`config.mk`:
```
export PLATFORM = sky130hd
export DESIGN_NAME = wr_strobe_launcher
export DESIGN_NICKNAME = d
export VERILOG_FILES = /design/src/rtl/wrb_pkg.sv /design/src/rtl/wrb_launch_slot.sv /design/src/rtl/wrb_burst_seq.sv /design/src/rtl/wr_strobe_launcher.sv
export SDC_FILE = /design/constraint.sdc
export NUM_CORES = 1
export LEC_CHECK = 0
export BUFFER_PORTS_ARGS = -buffer_cell sky130_fd_sc_hd__buf_4
export CAP_MARGIN = 20
export CORE_MARGIN = 1.5
export CORE_UTILIZATION = 50
export DETAILED_ROUTE_END_ITERATION = 10
export HOLD_SLACK_MARGIN = 0.06
export PLACE_DENSITY = 0.71
export SETUP_SLACK_MARGIN = 0.3
export SLEW_MARGIN = 30
export SYNTH_ARGS = -nofsm -noshare
export SYNTH_HDL_FRONTEND = slang
export SYNTH_HIERARCHICAL = 1
export SYNTH_SLANG_ARGS = --single-unit
```
`constraint.sdc`:
```
create_clock -name clk -period 2.5 [get_ports clk]
set_input_delay 0.125 -clock clk [delete_from_list [all_inputs] [get_ports clk]]
set_output_delay 0.125 -clock clk [all_outputs]
set_load 0.01 [all_outputs]
```
`src/rtl/wrb_pkg.sv`:
```
package wrb_pkg;
  // settings captured with each write command
  typedef struct packed {
    logic long_burst;
    logic strobe_n_en;
  } wr_mode_t;
endpackage

```
`src/rtl/wrb_launch_slot.sv`:
```
module wrb_launch_slot
  import wrb_pkg::*;
#(
  parameter int WL_W   = 3,
  parameter int DATA_W = 128,
  parameter int MASK_W = 16
) (
  input  logic              clk,
  input  logic              rst_n,
  input  logic              accept,
  input  logic              take,
  input  logic [WL_W-1:0]   wl_in,
  input  wr_mode_t          mode_in,
  input  logic [DATA_W-1:0] data_in,
  input  logic [MASK_W-1:0] mask_in,
  output logic              held,
  output logic              due,
  output wr_mode_t          mode_out,
  output logic [DATA_W-1:0] data_out,
  output logic [MASK_W-1:0] mask_out
);
  localparam int CNT_W = WL_W + 1;

  logic [CNT_W-1:0] cnt;
  logic [WL_W-1:0]  wl_eff;

  always_comb wl_eff = (wl_in == '0) ? WL_W'(1) : wl_in;

  // countdown in step units (two per memory clock), saturating at 1 = due
  always_ff @(posedge clk or negedge rst_n) begin
    if (!rst_n) begin
      held     <= 1'b0;
      cnt      <= '0;
      mode_out <= '0;
      data_out <= '0;
      mask_out <= '0;
    end else if (accept) begin
      held     <= 1'b1;
      cnt      <= {wl_eff, 1'b0};
      mode_out <= mode_in;
      data_out <= data_in;
      mask_out <= mask_in;
    end else if (take) begin
      held <= 1'b0;
    end else if (held && cnt != CNT_W'(1)) begin
      cnt <= cnt - 1'b1;
    end
  end

  always_comb due = held && (cnt == CNT_W'(1));

  a_r2_countdown: assert property (@(posedge clk) disable iff (!rst_n)
    (held && cnt > CNT_W'(1)) |=> (cnt == $past(cnt) - 1'b1));

  a_r9_kept_until_taken: assert property (@(posedge clk) disable iff (!rst_n)
    (held && !take) |=> held);

  a_r10_take_only_when_due: assert property (@(posedge clk) disable iff (!rst_n)
    take |-> due);
endmodule

```
`src/rtl/wrb_burst_seq.sv`:
```
module wrb_burst_seq
  import wrb_pkg::*;
#(
  parameter int DQ_W      = 16,
  parameter int MAX_BEATS = 8
) (
  input  logic                          clk,
  input  logic                          rst_n,
  input  logic                          start,
  input  wr_mode_t                      mode_in,
  input  logic [MAX_BEATS*DQ_W-1:0]     data_in,
  input  logic [MAX_BEATS*DQ_W/8-1:0]   mask_in,
  output logic                          active,
  output logic                          chain_ok,
  output logic                          dqs_oe,
  output logic                          dqs,
  output logic                          dqsn_oe,
  output logic                          dqsn,
  output logic                          dq_oe,
  output logic [DQ_W-1:0]               dq,
  output logic [DQ_W/8-1:0]             dm,
  output logic                          dq_lag
);
  localparam int MASK_W = DQ_W / 8;
  localparam int STEP_W = $clog2(MAX_BEATS + 1);
  localparam int IDX_W  = $clog2(MAX_BEATS);

  logic [STEP_W-1:0]           step;
  logic [STEP_W-1:0]           last;
  wr_mode_t                    mode_r;
  logic [MAX_BEATS*DQ_W-1:0]   data_r;
  logic [MAX_BEATS*MASK_W-1:0] mask_r;
  logic [DQ_W-1:0]             beat_d [MAX_BEATS];
  logic [MASK_W-1:0]           beat_m [MAX_BEATS];
  logic [IDX_W-1:0]            idx;

  for (genvar g = 0; g < MAX_BEATS; g++) begin : g_unpack
    assign beat_d[g] = data_r[g*DQ_W +: DQ_W];
    assign beat_m[g] = mask_r[g*MASK_W +: MASK_W];
  end

  always_comb begin
    last     = mode_r.long_burst ? STEP_W'(MAX_BEATS) : STEP_W'(MAX_BEATS / 2);
    chain_ok = !active || (step >= last - 1'b1);
    idx      = step[IDX_W-1:0];
  end

  // step 0 = preamble, steps 0..last-1 carry beats, step last = postamble
  always_ff @(posedge clk or negedge rst_n) begin
    if (!rst_n) begin
      active <= 1'b0;
      step   <= '0;
      mode_r <= '0;
      data_r <= '0;
      mask_r <= '0;
    end else if (start) begin
      active <= 1'b1;
      step   <= '0;
      mode_r <= mode_in;
      data_r <= data_in;
      mask_r <= mask_in;
    end else if (active) begin
      if (step == last) active <= 1'b0;
      else              step   <= step + 1'b1;
    end
  end

  always_comb begin
    dqs_oe  = active;
    dqs     = active & step[0];
    dqsn_oe = active & mode_r.strobe_n_en;
    dqsn    = dqsn_oe & ~step[0];
    dq_oe   = active && (step < last);
    dq_lag  = dq_oe;
    dq      = dq_oe ? beat_d[idx] : '0;
    dm      = dq_oe ? beat_m[idx] : '0;
  end

  a_r3_step_advance: assert property (@(posedge clk) disable iff (!rst_n)
    (active && !start && step != last) |=> (active && step == $past(step) + 1'b1));

  a_r10_chain_point: assert property (@(posedge clk) disable iff (!rst_n)
    (start && active) |-> (step >= last - 1'b1));

  a_r7_length_bound: assert property (@(posedge clk) disable iff (!rst_n)
    active |-> (step <= last));
endmodule

```
`src/rtl/wr_strobe_launcher.sv`:
```
module wr_strobe_launcher
  import wrb_pkg::*;
#(
  parameter int DQ_W      = 16,
  parameter int MAX_BEATS = 8,
  parameter int WL_W      = 3
) (
  input  logic                        clk,
  input  logic                        rst_n,
  input  logic                        cmd_valid,
  output logic                        cmd_ready,
  input  logic [WL_W-1:0]             mode_wl,
  input  logic                        mode_long_burst,
  input  logic                        mode_strobe_n_en,
  input  logic [MAX_BEATS*DQ_W-1:0]   stage_data,
  input  logic [MAX_BEATS*DQ_W/8-1:0] stage_mask,
  output logic                        busy,
  output logic                        dqs_oe,
  output logic                        dqs,
  output logic                        dqsn_oe,
  output logic                        dqsn,
  output logic                        dq_oe,
  output logic [DQ_W-1:0]             dq,
  output logic                        dm_oe,
  output logic [DQ_W/8-1:0]           dm,
  output logic                        dq_lag
);
  localparam int MASK_W = DQ_W / 8;
  localparam int DATA_W = MAX_BEATS * DQ_W;
  localparam int MSKS_W = MAX_BEATS * MASK_W;

  logic                accept, take, held, due, active, chain_ok;
  wr_mode_t            mode_in, slot_mode;
  logic [DATA_W-1:0]   slot_data;
  logic [MSKS_W-1:0]   slot_mask;

  always_comb begin
    mode_in.long_burst  = mode_long_burst;
    mode_in.strobe_n_en = mode_strobe_n_en;
    cmd_ready = !held;
    accept    = cmd_valid && !held;
    take      = due && chain_ok;
    busy      = held || active;
    dm_oe     = dq_oe;
  end

  wrb_launch_slot #(.WL_W(WL_W), .DATA_W(DATA_W), .MASK_W(MSKS_W)) u_slot (
    .clk(clk), .rst_n(rst_n), .accept(accept), .take(take),
    .wl_in(mode_wl), .mode_in(mode_in), .data_in(stage_data), .mask_in(stage_mask),
    .held(held), .due(due), .mode_out(slot_mode), .data_out(slot_data), .mask_out(slot_mask)
  );

  wrb_burst_seq #(.DQ_W(DQ_W), .MAX_BEATS(MAX_BEATS)) u_seq (
    .clk(clk), .rst_n(rst_n), .start(take), .mode_in(slot_mode),
    .data_in(slot_data), .mask_in(slot_mask), .active(active), .chain_ok(chain_ok),
    .dqs_oe(dqs_oe), .dqs(dqs), .dqsn_oe(dqsn_oe), .dqsn(dqsn),
    .dq_oe(dq_oe), .dq(dq), .dm(dm), .dq_lag(dq_lag)
  );

  a_r4_data_inside_strobe: assert property (@(posedge clk) disable iff (!rst_n)
    dq_oe |-> dqs_oe);

  a_r6_complement: assert property (@(posedge clk) disable iff (!rst_n)
    dqsn_oe |-> (dqs_oe && dqsn != dqs));

  a_r12_stall_is_busy: assert property (@(posedge clk) disable iff (!rst_n)
    (cmd_valid && !cmd_ready) |=> busy);
endmodule

```
# ---- After elaboration in Yosys (flattened, before gate mapping)
# Index checks and enable logic that the tools add are counted.
dict set report word_totals {
  register_bits 302
  input_bits 152
  out_inout_bits 27
  word_cells 64
}
dict set report classes {
  add_sub_neg 3
  order_cmp 3
  n_eq_ne 5
  mux 21
  bitwise_logic 5
  n_reduce_logical 15
}
# cell count
set ops {}
lappend ops {{$bmux 16 s3} 1}
lappend ops {{$mux 16} 3}
lappend ops {{$mux 4} 7}
lappend ops {{$sub 4x1->4 const B} 2}
lappend ops {{$bmux 2 s3} 1}
lappend ops {{$mux 2} 3}
lappend ops {{$reduce_bool 2->1} 3}
lappend ops {{$logic_and 1x1->1} 5}
lappend ops {{$mux 1} 5}
lappend ops {{$add 4x1->4 const B} 1}
lappend ops {{$eq 4x1->1 const B} 1}
lappend ops {{$eq 4x4->1} 1}
lappend ops {{$ge 4x4->1} 1}
lappend ops {{$ge 4x4->1 const B} 1}
lappend ops {{$lt 4x4->1} 1}
lappend ops {{$ne 2x2->1 const B} 2}
lappend ops {{$ne 4x1->1 const B} 1}
lappend ops {{$not 3->4} 1}
lappend ops {{$reduce_and 2->1} 2}
lappend ops {{$and 1x1->1} 3}
lappend ops {{$logic_not 3->1} 1}
lappend ops {{$mux 3} 1}
lappend ops {{$logic_not 1->1} 2}
lappend ops {{$logic_or 1x1->1} 2}
lappend ops {{$not 1->1} 1}

# ---- Longest topological paths before layout
dict set report depth {
  ltp_word 7
  ltp_mapped 10
  depth_no_buf 8
}

# ---- Cells and area by module
# Netlist, hierarchy kept.
# mod instances cells_per_inst area_per_inst_um2 seq_area_each_um2
set modules_own_cells {}
lappend modules_own_cells {wrb_burst_seq 1 496 7196.9 3778.6}
lappend modules_own_cells {wrb_launch_slot 1 343 5725.5 3778.6}
lappend modules_own_cells {wr_strobe_launcher 1 5 30.0 0.0}

# ---- Worst setup path before layout
# No wires, ideal clock.
dict set report synth_path {
  path_kind {register -> register}
  from {register u_seq.step[2]}
  to {register u_seq.data_r[0]}
  setup_time_ns 0.125
  arrival_time_ns 1.987
  required_time_ns 2.375
  setup_slack_ns 0.388
  path_stages_with_launch 10
  period_less_slack_ns 2.112
  path_cell_list {dfrtp_1 > inv_1 > ha_1 > nand2b_1 > nand3_1 > and2_1 > buf_2 > buf_2 > buf_2 > mux2_2}
}
dict set report synth_via {
  elab_chain_len 3
}
# element line
set synth_lines {}
lappend synth_lines {{start: declaration} wrb_burst_seq.sv:28} ;# logic [STEP_W-1:0] step;
lappend synth_lines {{start signal: assignment} wrb_burst_seq.sv:64} ;# else step <= step + 1'b1;
lappend synth_lines {{$ge 4x4->1} wrb_burst_seq.sv:44} ;# chain_ok = !active || (step >= last - 1'b1);
lappend synth_lines {{$logic_or 1x1->1} wrb_burst_seq.sv:44}
lappend synth_lines {{via chain_ok} wr_strobe_launcher.sv:32} ;# logic accept, take, held, due, active, chain_ok;
lappend synth_lines {{$logic_and 1x1->1} wr_strobe_launcher.sv:42} ;# take = due && chain_ok;
lappend synth_lines {{via take} wr_strobe_launcher.sv:32}
lappend synth_lines {{end signal: assignment} wrb_burst_seq.sv:60} ;# data_r <= data_in;
lappend synth_lines {{end: declaration} wrb_burst_seq.sv:31} ;# logic [MAX_BEATS*DQ_W-1:0] data_r;
# The timed path passes the listed nets, and every way through them passes these cells.
# A chain may end at the register's enable or synchronous reset.

# ---- Worst setup path in the final report
dict set report layout_path {
  from {register u_seq.step[0]}
  to {output port dq[8]}
}
dict set report layout_via {
  elab_chain_len 5
}
# element line
set layout_lines {}
lappend layout_lines {{$not 3->4 (not written as such)} wrb_burst_seq.sv:75} ;# dq = dq_oe ? beat_d[idx] : '0;
lappend layout_lines {{$bmux 16 s3} wrb_burst_seq.sv:75}
lappend layout_lines {{$mux 16 (not written as such) (2 in a row)} wrb_burst_seq.sv:75}
lappend layout_lines {{$mux 16 (*)} wrb_burst_seq.sv:75}
lappend layout_lines {{end: declaration} wr_strobe_launcher.sv:23} ;# output logic [DQ_W-1:0] dq,
# Every way passes the cells marked *; elsewhere a longest branch is shown, timed or not. The select of a mux whose other input is x is not followed.

==> impl_metrics.yaml <==
status:
  status: "completed"
timing:
  relSlewSlack_pct: 61.1
  rsz0062_at_grt: "yes"
  finalHoldViolCount: 0
  fin_setup_tns_ns: 0
  drv_slew: 0
  min_period_over_period_pct: 88.8
  setup_viol: 0
  fin_crit_ns: 2.22
  holdWs_ns: 0.0893
  worst_slew_pin_slew_ns: 0.583
  fmax_mhz: 451
  skew_ns: 0.0200
synth:
  ys_types: 42
  netlist_area_sq_um: 13000
  syn_nets: 1002
  yosys_warnings: 6
  yosysSeqAreaShare_pct: 58.3
  syn_inst: 844
  synth.avg_cell_area_sq_um: 15.3
  async_flop_share_pct: 100
  synth_seq_cells: 302
  synth_edf_count: 0
  yosysTopAreaCell: "dfrtp_1"
  synth_ff_type: "dfrtp_1"
  synth_top_area_share_pct: 58.3
  synth_area_leaders: "dfrtp_1, mux2_2, mux2_4, buf_2, o22ai_1"
clock_tree:
  cts-root-buf: "clkbuf_16"
  h-tree-depth: 2
  cts.sinks: 302
  clockBufferDepth: 3
  clk_pin_slew_ns: 0.05
  clkLatencyLatePin_ns: 0.51
  cts_tree: "done"
  numCtsBuffers: 34
route:
  wirelength_microns: 32000
  wl_per_cell_microns: 20.5
  drtAntennaViolNets: 0
  drtPass1Iterations: 4
  drc: 0
  dr.first_iter.drc_count: 447
  vias: 8230
  viasPerCell: 5.29
worst_setup_path:
  max_stage_delay_ns: 0.55
  critical_path_required_ns: 2.38
  cp-start-kind: "register"
  worstSetupPathType: "reg2out"
  crit_slowest_cell: "dfrtp_4"
  path_cells: "buf_12, clkbuf_16, mux2_2, o22ai_2, nor3_4, buf_6"
  path_max_fanout: 5
  cp_data_arrival_time_ns: 2.09
  crit_path_end_kind: "output pin"
die:
  row_count: 58
  coreArea_sq_um: 25300
  initial_utilization_pct: 51.1
  io_pins: 179
  die_w_microns: 164
  fp.dieArea_sq_um: 26900
  die_h_microns: 164
hold_path:
  hp-class: "in2reg"
global_route:
  met2_usage_pct: 41.2
  antenna_found_initial: 1
  grt_pass1_vias: 9005
  use_met1_pct: 32.0
  grt.busiest_layer: "met2"
  grt_first_pass_wirelength_microns: 49600
  grt.overflow.total: 0
  grtUsageTotal_pct: 24.3
  use_met3_pct: 3.94
  grt_max_degree: 73
finish:
  final_cells: 1555
  utilization_pct: 72.0
  fin_area_sq_um: 18200
  nets: 1361
  area_growth_pct: 40.7
  drive_above_1_share_pct: 58.3
  nFillCells: 1603
pwr:
  p_per_area_nw_per_um2: 1280
  ir_worst_vdd_v: 0.000732
  p_leak_nw: 7.96
placed_design:
  place_congestion: 0.758
  dp_cells: 1331
  hpwl_microns: 19400
  portBuffers: 178
  placed_area_sq_um: 14800
job:
  cap_viol_max_count: 0
==> layout make-up <==
cell class                      count  area (sq um)  area share (%)
Sequential cell                   302          7560            41.5
Timing Repair Buffer              378          3620            19.8
Clock inverter                      7          66.3           0.364
Tap cell                          330           413            2.26
Antenna cell                        1          2.50          0.0137
Multi-Input combinational cell    481          5510            30.2
Clock buffer                       50          1030            5.66
Inverter                            6          22.5           0.124
==> cells in the mapped netlist (2+ instances only) <==
cell / n
a21oi_1: 7
and2_1: 4
buf_2: 35
buf_4: 13
buf_6: 4
buf_8: 2
dfrtp_1: 302
ha_1: 6
inv_1: 6
mux2_2: 343
mux2_4: 19
nand2_1: 3
nand2b_1: 9
nand3_1: 3
nand4_1: 2
nor2_1: 3
nor2b_1: 5
nor3_1: 9
nor3_2: 9
o21ai_0: 4
o22ai_1: 26
o22ai_2: 10
==> report_power, final <==
group          leakage [nW]  internal, mW  switching, mW
Combinational          3.78          5.57           4.10
Clock                 0.544          2.95           1.90
Sequential             3.64          7.37           1.41
Total                  7.96          15.9           7.41
==> kinds of logic after synthesis <==
family	after synthesis	share of synthesized area, %
buffers and inverters	61	2.89
muxes	363	32.1
xor gates and xnor gates	1	0.0676
and+or+nand+nor	56	2.87
DFF	302	58.3
adders and majority gates	6	0.580
AOI/OAI and AO/OA	55	3.14
==> path summary, 6_finish.rpt <==
kind | startpoint | endpoint | slack (ns) | cells after the start
worst max-delay path | u_seq/step[0]$_DFFE_PN0P_ | dq[8] | 0.28 | 6
worst min-delay path | cmd_valid | u_slot/cnt[0]$_DFFE_PN0P_ | 0.09 | 3
worst max register to register | u_slot/cnt[1]$_DFFE_PN0P_ | u_seq/data_r[65]$_DFFE_PN0P_ | 0.42 | 7
worst min register to register | u_seq/mode_r[0]$_DFFE_PN0P_ | u_seq/mode_r[0]$_DFFE_PN0P_ | 0.50 | 1
max in group asynchronous | rst_n | u_slot/data_out[30]$_DFFE_PN0P_ | 1.40 | 4
min in group asynchronous | rst_n | u_slot/data_out[92]$_DFFE_PN0P_ | 0.20 | 2
==> flip-flops by register name (all words and copies together) (netlist names) <==
| name | count |
|---|---|
| u_slot/cnt | 4 |
| u_slot/mask_out | 16 |
| u_seq/mode_r | 2 |
| u_seq/active | 1 |
| u_slot/held | 1 |
| u_slot/mode_out | 2 |
| u_seq/step | 4 |
| u_seq/data_r | 128 |
| u_seq/mask_r | 16 |
| u_slot/data_out | 128 |
==> placed cells by master, fill, tap and decap left out, types with 5 or more instances in the layout <==
cell / instances
o22ai_2: 20
buf_12: 14
a21oi_1: 7
nand2b_1: 7
clkbuf_1: 5
clkbuf_16: 38
buf_4: 188
dlygate4sd3_1: 151
dfrtp_1: 298
o22ai_4: 14
mux2_2: 341
clkbuf_8: 10
nor3_4: 18
buf_6: 16
mux2_4: 21
==> routing by layer <==
layer	vias to the layer above	wire length (microns)
li1	3775	-
met1	4223	13800
met2	188	16200
met3	44	1360
met4	0	621
met5	-	0
==> per-stage QoR <==
step                      setup slack [ns]  total power [mW]
after floorplan                      0.388              14.0
after global placement               0.324              16.2
after detailed placement             0.251              16.4
after CTS                            0.262              22.3
after global routing                 0.244              24.5
final                                0.281              23.3
==> worst max-delay path, delay by kind of cell, from the launching register on <==
family,cells,cell delay (ns)
flops,1,0.55
buf+inv,3,0.47
simple gates,1,0.24
mux,1,0.23
compound gates,1,0.09
==> timing repair <==
action,4_1_cts,5_1_grt
pin swaps,2,15
cloned,3,3
buffers inserted,3,6
gates resized for setup,46,66
hold buffers,151,0
endpoints found under the setup margin,76,116
endpoints found under the hold margin,224,0
No activity file was read; power rests on OpenSTA's default activity.
